File: src/rtl/dtg_pkg.sv
package dtg_pkg;

    typedef enum logic [1:0] {
        ST_IDLE   = 2'd0,
        ST_DISCHG = 2'd1,
        ST_PRECHG = 2'd2,
        ST_DRIVE  = 2'd3
    } dtg_state_e;

    function automatic int unsigned max3(input int unsigned a,
                                         input int unsigned b,
                                         input int unsigned c);
        int unsigned m;
        m = (a > b) ? a : b;
        return (m > c) ? m : c;
    endfunction

endpackage

File: src/rtl/dtg_clk_div.sv
module dtg_clk_div #(
    parameter int unsigned DIV_W = 4
) (
    input  logic             clk,
    input  logic             rst_n,
    input  logic             run,
    input  logic [DIV_W-1:0] div_code,
    output logic             tick
);

    logic [DIV_W-1:0] cnt_q;
    logic             at_end;

    // ">=" keeps the counter bounded if the code shrinks between rows
    assign at_end = (cnt_q >= div_code);
    assign tick   = run && at_end;

    always_ff @(posedge clk or negedge rst_n) begin
        if (!rst_n) begin
            cnt_q <= '0;
        end else if (!run || at_end) begin
            cnt_q <= '0;
        end else begin
            cnt_q <= cnt_q + 1'b1;
        end
    end

endmodule

File: src/rtl/dtg_cfg_latch.sv
module dtg_cfg_latch #(
    parameter int unsigned W          = 4,
    parameter int unsigned RST_VAL    = 0,
    parameter bit          CLAMP_ZERO = 1'b0
) (
    input  logic         clk,
    input  logic         rst_n,
    input  logic         load,
    input  logic [W-1:0] din,
    output logic [W-1:0] q
);

    logic [W-1:0] d_eff;

    generate
        if (CLAMP_ZERO) begin : g_clamp
            assign d_eff = (din == '0) ? W'(1) : din;
        end else begin : g_pass
            assign d_eff = din;
        end
    endgenerate

    always_ff @(posedge clk or negedge rst_n) begin
        if (!rst_n) begin
            q <= W'(RST_VAL);
        end else if (load) begin
            q <= d_eff;
        end
    end

endmodule

File: src/rtl/dtg_row_ctr.sv
module dtg_row_ctr #(
    parameter int unsigned ROW_W = 6
) (
    input  logic             clk,
    input  logic             rst_n,
    input  logic             clear,
    input  logic             adv,
    input  logic [ROW_W-1:0] last_row,
    output logic [ROW_W-1:0] row,
    output logic             wrap_pulse
);

    logic wrap_now;

    assign wrap_now = (row >= last_row);

    always_ff @(posedge clk or negedge rst_n) begin
        if (!rst_n) begin
            row        <= '0;
            wrap_pulse <= 1'b0;
        end else if (clear) begin
            row        <= '0;
            wrap_pulse <= 1'b0;
        end else if (adv) begin
            row        <= wrap_now ? '0 : row + 1'b1;
            wrap_pulse <= wrap_now;
        end else begin
            wrap_pulse <= 1'b0;
        end
    end

endmodule

File: src/rtl/dtg_row_timing.sv
module dtg_row_timing
    import dtg_pkg::*;
#(
    parameter int unsigned DIV_W    = 4,
    parameter int unsigned P1_W     = 4,
    parameter int unsigned P2_W     = 4,
    parameter int unsigned P3_W     = 8,
    parameter int unsigned ROW_W    = 6,
    parameter int unsigned DIV_DEF  = 0,
    parameter int unsigned P1_DEF   = 2,
    parameter int unsigned P2_DEF   = 2,
    parameter int unsigned P3_DEF   = 65,
    parameter int unsigned MUX_DEF  = 63
) (
    input  logic             clk,
    input  logic             rst_n,
    input  logic             disp_on,
    input  logic [DIV_W-1:0] div_code,
    input  logic [P1_W-1:0]  dis_len,
    input  logic [P2_W-1:0]  pre_len,
    input  logic [P3_W-1:0]  drv_len,
    input  logic [ROW_W-1:0] mux_last,
    output logic             disp_tick,
    output logic             ph_discharge,
    output logic             ph_precharge,
    output logic             ph_drive,
    output logic [ROW_W-1:0] row_idx,
    output logic             frame_start
);

    localparam int unsigned PC_W = max3(P1_W, P2_W, P3_W);

    dtg_state_e       state_q, state_d;
    logic [PC_W-1:0]  pcnt_q;
    logic [PC_W-1:0]  cur_len;
    logic             phase_last;
    logic             running;
    logic             tick;
    logic             row_end;

    logic [DIV_W-1:0] div_sh;
    logic [P1_W-1:0]  p1_sh;
    logic [P2_W-1:0]  p2_sh;
    logic [P3_W-1:0]  p3_sh;
    logic [ROW_W-1:0] mux_sh;

    assign running = (state_q != ST_IDLE);

    // ---------------- display clock enable ----------------
    dtg_clk_div #(.DIV_W(DIV_W)) u_div (
        .clk      (clk),
        .rst_n    (rst_n),
        .run      (running),
        .div_code (div_sh),
        .tick     (tick)
    );

    // ---------------- shadow settings, taken at row end ----------------
    dtg_cfg_latch #(.W(DIV_W), .RST_VAL(DIV_DEF), .CLAMP_ZERO(1'b0)) u_sh_div (
        .clk(clk), .rst_n(rst_n), .load(row_end), .din(div_code), .q(div_sh)
    );
    dtg_cfg_latch #(.W(P1_W), .RST_VAL(P1_DEF), .CLAMP_ZERO(1'b1)) u_sh_p1 (
        .clk(clk), .rst_n(rst_n), .load(row_end), .din(dis_len), .q(p1_sh)
    );
    dtg_cfg_latch #(.W(P2_W), .RST_VAL(P2_DEF), .CLAMP_ZERO(1'b1)) u_sh_p2 (
        .clk(clk), .rst_n(rst_n), .load(row_end), .din(pre_len), .q(p2_sh)
    );
    dtg_cfg_latch #(.W(P3_W), .RST_VAL(P3_DEF), .CLAMP_ZERO(1'b1)) u_sh_p3 (
        .clk(clk), .rst_n(rst_n), .load(row_end), .din(drv_len), .q(p3_sh)
    );
    dtg_cfg_latch #(.W(ROW_W), .RST_VAL(MUX_DEF), .CLAMP_ZERO(1'b0)) u_sh_mux (
        .clk(clk), .rst_n(rst_n), .load(row_end), .din(mux_last), .q(mux_sh)
    );

    // ---------------- phase length select ----------------
    always_comb begin
        cur_len = PC_W'(1);
        unique case (state_q)
            ST_IDLE:   cur_len = PC_W'(1);
            ST_DISCHG: cur_len = PC_W'(p1_sh);
            ST_PRECHG: cur_len = PC_W'(p2_sh);
            ST_DRIVE:  cur_len = PC_W'(p3_sh);
        endcase
    end

    assign phase_last = (pcnt_q == cur_len - 1'b1);
    assign row_end    = disp_on && (state_q == ST_DRIVE) && tick && phase_last;

    // ---------------- next-state logic ----------------
    always_comb begin
        state_d = state_q;
        unique case (state_q)
            ST_IDLE: begin
                if (disp_on) state_d = ST_DISCHG;
            end
            ST_DISCHG: begin
                if (!disp_on)               state_d = ST_IDLE;
                else if (tick && phase_last) state_d = ST_PRECHG;
            end
            ST_PRECHG: begin
                if (!disp_on)               state_d = ST_IDLE;
                else if (tick && phase_last) state_d = ST_DRIVE;
            end
            ST_DRIVE: begin
                if (!disp_on)               state_d = ST_IDLE;
                else if (tick && phase_last) state_d = ST_DISCHG;
            end
        endcase
    end

    // ---------------- state register ----------------
    always_ff @(posedge clk or negedge rst_n) begin
        if (!rst_n) begin
            state_q <= ST_IDLE;
        end else begin
            state_q <= state_d;
        end
    end

    // ---------------- tick counter within a phase ----------------
    always_ff @(posedge clk or negedge rst_n) begin
        if (!rst_n) begin
            pcnt_q <= '0;
        end else if (!disp_on || !running) begin
            pcnt_q <= '0;
        end else if (tick) begin
            pcnt_q <= phase_last ? '0 : pcnt_q + 1'b1;
        end
    end

    // ---------------- row counter and frame pulse ----------------
    dtg_row_ctr #(.ROW_W(ROW_W)) u_row (
        .clk        (clk),
        .rst_n      (rst_n),
        .clear      (!disp_on),
        .adv        (row_end),
        .last_row   (mux_sh),
        .row        (row_idx),
        .wrap_pulse (frame_start)
    );

    // ---------------- outputs from state ----------------
    always_comb begin
        ph_discharge = 1'b0;
        ph_precharge = 1'b0;
        ph_drive     = 1'b0;
        unique case (state_q)
            ST_IDLE:   ;
            ST_DISCHG: ph_discharge = 1'b1;
            ST_PRECHG: ph_precharge = 1'b1;
            ST_DRIVE:  ph_drive     = 1'b1;
        endcase
    end

    assign disp_tick = tick;

endmodule

File: config.mk
export PLATFORM = sky130hd
export DESIGN_NAME = dtg_row_timing
export DESIGN_NICKNAME = d
export VERILOG_FILES = /design/src/rtl/dtg_pkg.sv /design/src/rtl/dtg_clk_div.sv /design/src/rtl/dtg_cfg_latch.sv /design/src/rtl/dtg_row_ctr.sv /design/src/rtl/dtg_row_timing.sv
export SDC_FILE = /design/constraint.sdc
export NUM_CORES = 1
export LEC_CHECK = 0
export ABC_AREA = 1
export BUFFER_PORTS_ARGS = -buffer_cell sky130_fd_sc_hd__buf_2
export CORE_ASPECT_RATIO = 0.6
export CORE_MARGIN = 3
export CORE_UTILIZATION = 57
export DETAILED_ROUTE_END_ITERATION = 7
export PLACE_DENSITY = 0.81
export SYNTH_ARGS = -nofsm -noshare
export SYNTH_HDL_FRONTEND = slang
export SYNTH_SLANG_ARGS = --single-unit
File: constraint.sdc
create_clock -name clk -period 2.99 [get_ports clk]
set_input_delay 0.4485 -clock clk [delete_from_list [all_inputs] [get_ports clk]]
set_output_delay 0.4485 -clock clk [all_outputs]
set_load 0.02 [all_outputs]
## Word-level counts from Yosys, hierarchy flattened

Cells that the tools add are included.
W data, S select, Z words.

| storage, ports and cells | value |
|---|---|
| bits in registers | 47 |
| bits of input ports | 29 |
| output and inout bits | 11 |

| operators by class | value |
|---|---|
| add/subtract/negate cells | 4 |
| order comparisons | 2 |
| equal/unequal tests | 9 |
| mux-type cells | 24 |
| reduce and logical (&&, ||, !) cells | 16 |

Operators with widths:

| kind | number |
|---|---|
| $mux W8 | 4 |
| $pmux W8 S4 | 1 |
| $mux W6 | 3 |
| $mux W2 | 7 |
| $mux W4 | 3 |
| $add A8 B1 Y8 const B | 1 |
| $eq A8 B8 Y1 | 1 |
| $logic_not A4 Y1 | 2 |
| $logic_not A8 Y1 | 1 |
| $pmux W2 S4 | 1 |
| $sub A8 B1 Y8 const B | 1 |
| $add A6 B1 Y6 const B | 1 |
| $ge A6 B6 Y1 | 1 |
| $ne A3 B3 Y1 const B | 2 |
| $logic_and A1 B1 Y1 | 5 |
| $mux W1 | 5 |
| $add A4 B1 Y4 const B | 1 |
| $eq A2 B2 Y1 const B | 2 |
| $ge A4 B4 Y1 | 1 |
| $reduce_and A4 Y1 | 1 |
| $reduce_bool A2 Y1 | 2 |
| $ne A3 B2 Y1 const B | 1 |
| $eq A2 B1 Y1 const B | 1 |
| $logic_not A1 Y1 | 2 |
| 4 further kinds | 5 |

## Logic depth before layout (Yosys ltp)

| logic depth | value |
|---|---|
| word-level depth | 8 |
| depth in mapped cells | 18 |
| gate-level depth less buffers | 17 |

## By module

Synthesis repeated with hierarchy kept, for this count alone.

| second synthesis, totals | value |
|---|---|
| cells, all modules | 373 |
| area, all modules | 3,015.4 µm² |

By module, submodules not included:

| module | instances | cells each | area each (µm²) |
|---|---|---|---|
| dtg_row_timing | 1 | 152 | 1,109.8 |
| dtg_row_ctr | 1 | 76 | 536.8 |
| dtg_cfg_latch at u_sh_p3 | 1 | 29 | 357.8 |
| dtg_cfg_latch at u_sh_p1 ... | 2 | 19 | 170.2 |
| dtg_clk_div | 1 | 36 | 292.8 |
| dtg_cfg_latch at u_sh_mux | 1 | 25 | 229.0 |
| dtg_cfg_latch at u_sh_div | 1 | 17 | 148.9 |

## Worst setup path before layout

OpenSTA, ideal clock, no wires.

| path | value |
|---|---|
| path type | register -> register |
| start | register state_q[0] |
| end | register u_row.row[2] |
| setup time | 0.119 ns |
| data arrival time | 2.191 ns |
| setup slack | 0.680 ns |
| stages on the path, launching flop included | 18 |
| path buffers | 2 |
| period minus slack after synthesis | 2.310 ns |
| path through | dfrtp_1 -> buf_4 -> nor2_1 -> clkinv_1 -> nand2_1 -> nor2_4 -> ha_1 -> xor2_1 -> nand2_1 -> nor2_1 -> nand2_1 -> nor2_1 -> nand3_1 -> nor2_4 -> nand2_4 -> buf_2 -> nand3_1 -> nand2_1 |

| on the way | value |
|---|---|
| longest elaborated chain between the ends | 6 |
| elaborated cells between the ends (all ways) | 13 |
| classes of those cells | 1 x add/sub; 5 x eq/ne; 1 x mux; 6 x reduce/logical |

RTL lines:

| element | line | RTL |
|---|---|---|
| from (decl) | dtg_row_timing.sv:33 | `dtg_state_e state_q, state_d;` |
| from (signal assigned) | dtg_row_timing.sv:116 | `state_q <= state_d;` |
| $eq A2 B2 Y1, or another cell as far along | dtg_row_timing.sv:78, dtg_row_timing.sv:87 |  |
| $pmux W8 S4 | dtg_row_timing.sv:78 | `unique case (state_q)` |
| $sub A8 B1 Y8 | dtg_row_timing.sv:86 | `assign phase_last = (pcnt_q == cur_len - 1'b1);` |
| $eq A8 B8 Y1 | dtg_row_timing.sv:86 |  |
| $logic_and A1 B1 Y1 (*) | dtg_row_timing.sv:87 | `assign row_end = disp_on && (state_q == ST_DRIVE) && tick && phase_last;` |
| $ne A2 B1 Y1 (no line) (*) | -- |  |
| to (signal assigned) | dtg_row_ctr.sv:25 | `row <= wrap_now ? '0 : row + 1'b1;` |
| to (decl) | dtg_row_ctr.sv:9 | `output logic [ROW_W-1:0] row,` |

Every way passes the cells marked *; elsewhere a longest branch is shown, timed or not.
A chain may end at the register's enable or synchronous reset.

## Final worst setup path

| path | value |
|---|---|
| start | register state_q[1] |
| end | register u_sh_p1.q[3] |

| on the way | value |
|---|---|
| longest elaborated chain between the ends | 5 |
| elaborated cells between the ends (all ways) | 12 |
| classes of those cells | 1 x add/sub; 4 x eq/ne; 1 x mux; 6 x reduce/logical |

RTL lines:

| element | line | RTL |
|---|---|---|
| $eq A2 B2 Y1, or another cell as far along | dtg_row_timing.sv:78, dtg_row_timing.sv:87 |  |
| $pmux W8 S4 | dtg_row_timing.sv:78 |  |
| $sub A8 B1 Y8 | dtg_row_timing.sv:86 |  |
| $eq A8 B8 Y1 | dtg_row_timing.sv:86 |  |
| $logic_and A1 B1 Y1 (*) | dtg_row_timing.sv:87 |  |
| to (signal assigned) | dtg_cfg_latch.sv:25 | `q <= W'(RST_VAL);` |
| to (decl) | dtg_cfg_latch.sv:10 | `output logic [W-1:0] q` |

Marked as above.

==> impl_metrics.json <==
{
  "path_depth": 15,
  "cp.required_ns": 3.18,
  "yosysMostFrequentCell": "nand2_1",
  "clockRootBuffer": "clkbuf_8",
  "cts.sinks": 47,
  "synthFlopType": "dfrtp_1",
  "syn_to_final_growth_pct": 11.95,
  "fmax_mhz": 371.9,
  "leakagePower_nw": 1.734,
  "drt_pass1_iterations": 5,
  "crit_end": "u_sh_p1.q[3]$_DFFE_PN0P_",
  "grtUsageMet1_pct": 35.12,
  "yosys_warnings": 0,
  "cp_num_buf_inv": 1,
  "ys_ff_latch": 47,
  "r2r_start": "state_q[1]$_DFFE_PN0P_",
  "hold_viol": 0,
  "crit_chain": "nor2_1 -> clkinv_1 -> nand2_1 -> nor2_4 -> ha_1 -> xor2_1 -> nand2_1 -> nor2_1 -> nand2_1 -> nor2_1 -> nand3_1 -> nor2_4 -> nand2_8 -> nand2_1 -> o21ai_1",
  "yosys.area.top_type": "dfrtp_1",
  "power.density_nw_per_um2": 344.7,
  "postRouteWirelength_um": 6450,
  "netlist_area_sq_um": 2868,
  "clk_pin_slew_ns": 0.09,
  "synth_commonest_cells": "nand2_1 (106), inv_1 (50), nand3_1 (48)",
  "setup_viol": 0,
  "synth_async_sr_flop_share_pct": 100.0,
  "layout-drive-gt1-share_pct": 17.06,
  "hold_slack_ns": 0.3111,
  "grt_pass1_wl_um": 10920,
  "clkLatencyLatePin_ns": 0.30,
  "wl_per_cell_um": 13.30,
  "synth_top_cell_area_share_pct": 32.29,
  "rows": 19,
  "cp-startpoint": "state_q[1]$_DFFE_PN0P_",
  "hpwl_um": 4879,
  "timing.max_cap.violations": 0,
  "max-clock-path-buffers": 2,
  "r2r_slack_ns": 0.30,
  "initial_core_util_pct": 60.93,
  "crit_slowest_cell": "dfrtp_2",
  "vias_per_cell": 5.386,
  "use_met2_pct": 34.76,
  "ant_nets": 0,
  "fin_ws_ns": 0.3013,
  "critPathKind": "register to register",
  "synth_edf_count": 0,
  "remaining_drc_errors": 0,
  "critical_path.endpoint_type": "register",
  "dp_slack_ns": 0.1266,
  "ys_top_cells_by_area": "dfrtp_1 (32%), nand2_1 (14%), dfstp_2 (9.2%), nand3_1 (8.4%), inv_1 (6.5%)",
  "grt_pass1_vias": 2302,
  "numCtsBuffers": 5,
  "period_share_pct": 89.92,
  "drt-initial-drc-count": 207,
  "die-height_um": 60.94,
  "hp-class": "input port to asynchronous set/reset pin",
  "cp.arrival_ns": 2.88,
  "ir_drop_mv": 0.2763,
  "grt_max_degree": 48,
  "fill_cells": 412,
  "max_stage_delay_ns": 0.52,
  "busiest_layer": "met1",
  "maxSlewViolCount": 0,
  "setup_tns_ns": 0,
  "crit_family": "simple AND/OR/NAND/NOR gates",
  "synthCells": 381,
  "vias": 2612,
  "grt_setup_unrepaired": "false",
  "fp.dieW_um": 97.57,
  "slew_headroom_pct": 32.77,
  "rr_worst_depth": 15,
  "cp_max_fo": 44,
  "gp_congestion": 0.9149,
  "synth_cell_types": 34,
  "dieArea_sq_um": 5946,
  "cts_tree": "built",
  "fin_skew_ns": 0.006765,
  "critPathLaunchType": "register",
  "io_buffer_count": 39,
  "tightest_slew_ns": 1.008,
  "ioPinCount": 40,
  "syn_area_per_cell_sq_um": 7.527,
  "fin_nets": 464,
  "r2r_end": "u_sh_p1.q[3]$_DFFE_PN0P_",
  "grt_use_met3_pct": 4.478,
  "antennaDiodeCount": 0,
  "syn_nets": 424,
  "ctsHtreeMaxLevel": 2,
  "yosysSeqAreaShare_pct": 41.45,
  "cpMostUsedCell": "nand2_1",
  "overflow": 0,
  "design.core.area_sq_um": 4707,
  "run_status": "finished clean",
  "antenna_found_initial": 0,
  "period_needed_ns": 2.689,
  "grtUsageTotal_pct": 23.27
}
## stage by stage
step           util [%]  power (mW)  cells  cell area (sq um)
2_1_floorplan         -      0.6878    381               2868
3_3_place_gp      65.76      0.7281    475               3095
3_5_place_dp      65.76      0.7299    475               3095
4_1_cts           67.65       1.116    483               3184
5_1_grt           68.21       1.163    485               3211
6_report          68.21       1.107    485               3211
## registers in the layout (all words and copies together) (netlist names), 2 cells and up
name         flops
u_div.cnt_q      4
u_sh_p3.q        8
state_q          2
u_sh_mux.q       6
u_sh_p1.q        4
pcnt_q           8
u_row.row        6
u_sh_div.q       4
u_sh_p2.q        4
## layout by cell type, fill, tap and decap left out, drive strengths merged
cell type / netlist / final
nand2: 108 / 108
inv: 51 / 52
nand3: 50 / 50
buf: 8 / 44
dfrtp: 37 / 37
nor2: 35 / 35
o21ai: 20 / 20
ha: 14 / 14
xor2: 13 / 13
dfstp: 10 / 10
nand4: 9 / 9
clkbuf: 3 / 6
nor3: 5 / 5
a31oi: 3 / 3
a21oi: 3 / 3
xnor2: 2 / 2
nand3b: 2 / 2
clkinv: 1 / 1
o21bai: 1 / 1
a21o: 1 / 1
o211ai: 1 / 1
o21a: 1 / 1
and3: 1 / 1
nor4: 1 / 1
a41oi: 1 / 1
clkinvlp: 0 / 1
## cell type report
cell class	instances	area (sq um)	share of cell area [%]
multi-input combinational	271	1424	44.35
inverter	52	195.2	6.079
clock buffer	6	72.57	2.260
timing repair buffer	44	232.7	7.249
clock inverter	2	16.27	0.5066
sequential	47	1191	37.10
tap	63	78.83	2.455
## metal layers
layer  vias up  share of wire, %  wire length [um]
met4         0               1.2                75
met3        11               7.5               484
met2       100                41              2630
met1      1199                51              3260
met5         -                 0                 0
li1       1302                 -                 -
## logic make-up after synthesis
kind of cell | synth area share [%]
and+or+nand+nor | 32.63
adders and majority gates | 6.108
buffers and inverters | 9.205
DFF | 41.45
xor gates and xnor gates | 4.581
AOI/OAI and AO/OA | 6.021
## worst min-delay path by stage
stage	start	end	slack [ns]	cells after the start
after floorplan	rst_n	pcnt_q[0]$_DFFE_PN0P_	0.15	0
after global placement	u_sh_mux.q[4]$_DFFE_PN1P_	u_sh_mux.q[4]$_DFFE_PN1P_	0.45	2
after detailed placement	u_sh_mux.q[2]$_DFFE_PN1P_	u_sh_mux.q[2]$_DFFE_PN1P_	0.46	2
after CTS	dis_len[1]	u_sh_p1.q[1]$_DFFE_PN1P_	0.35	3
after global routing	mux_last[4]	u_sh_mux.q[4]$_DFFE_PN1P_	0.34	3
final	rst_n	u_row.row[5]$_DFFE_PN0P_	0.31	1
## where the power goes
part	switching (mW)	internal, mW	total [mW]
registers	0.00351	0.638	0.641
logic	0.0502	0.0270	0.0771
clock network	0.220	0.168	0.388
total	0.274	0.833	1.11
## what timing repair did
| item | 4_1_cts | 5_1_grt |
|---|---|---|
| endpoints found under the setup margin | 0 | 34 |
| setup buffers | 0 | 2 |
| gates resized for setup | 0 | 3 |
| hold buffers | 0 | 0 |
No activity file was read; power rests on OpenSTA's default activity.
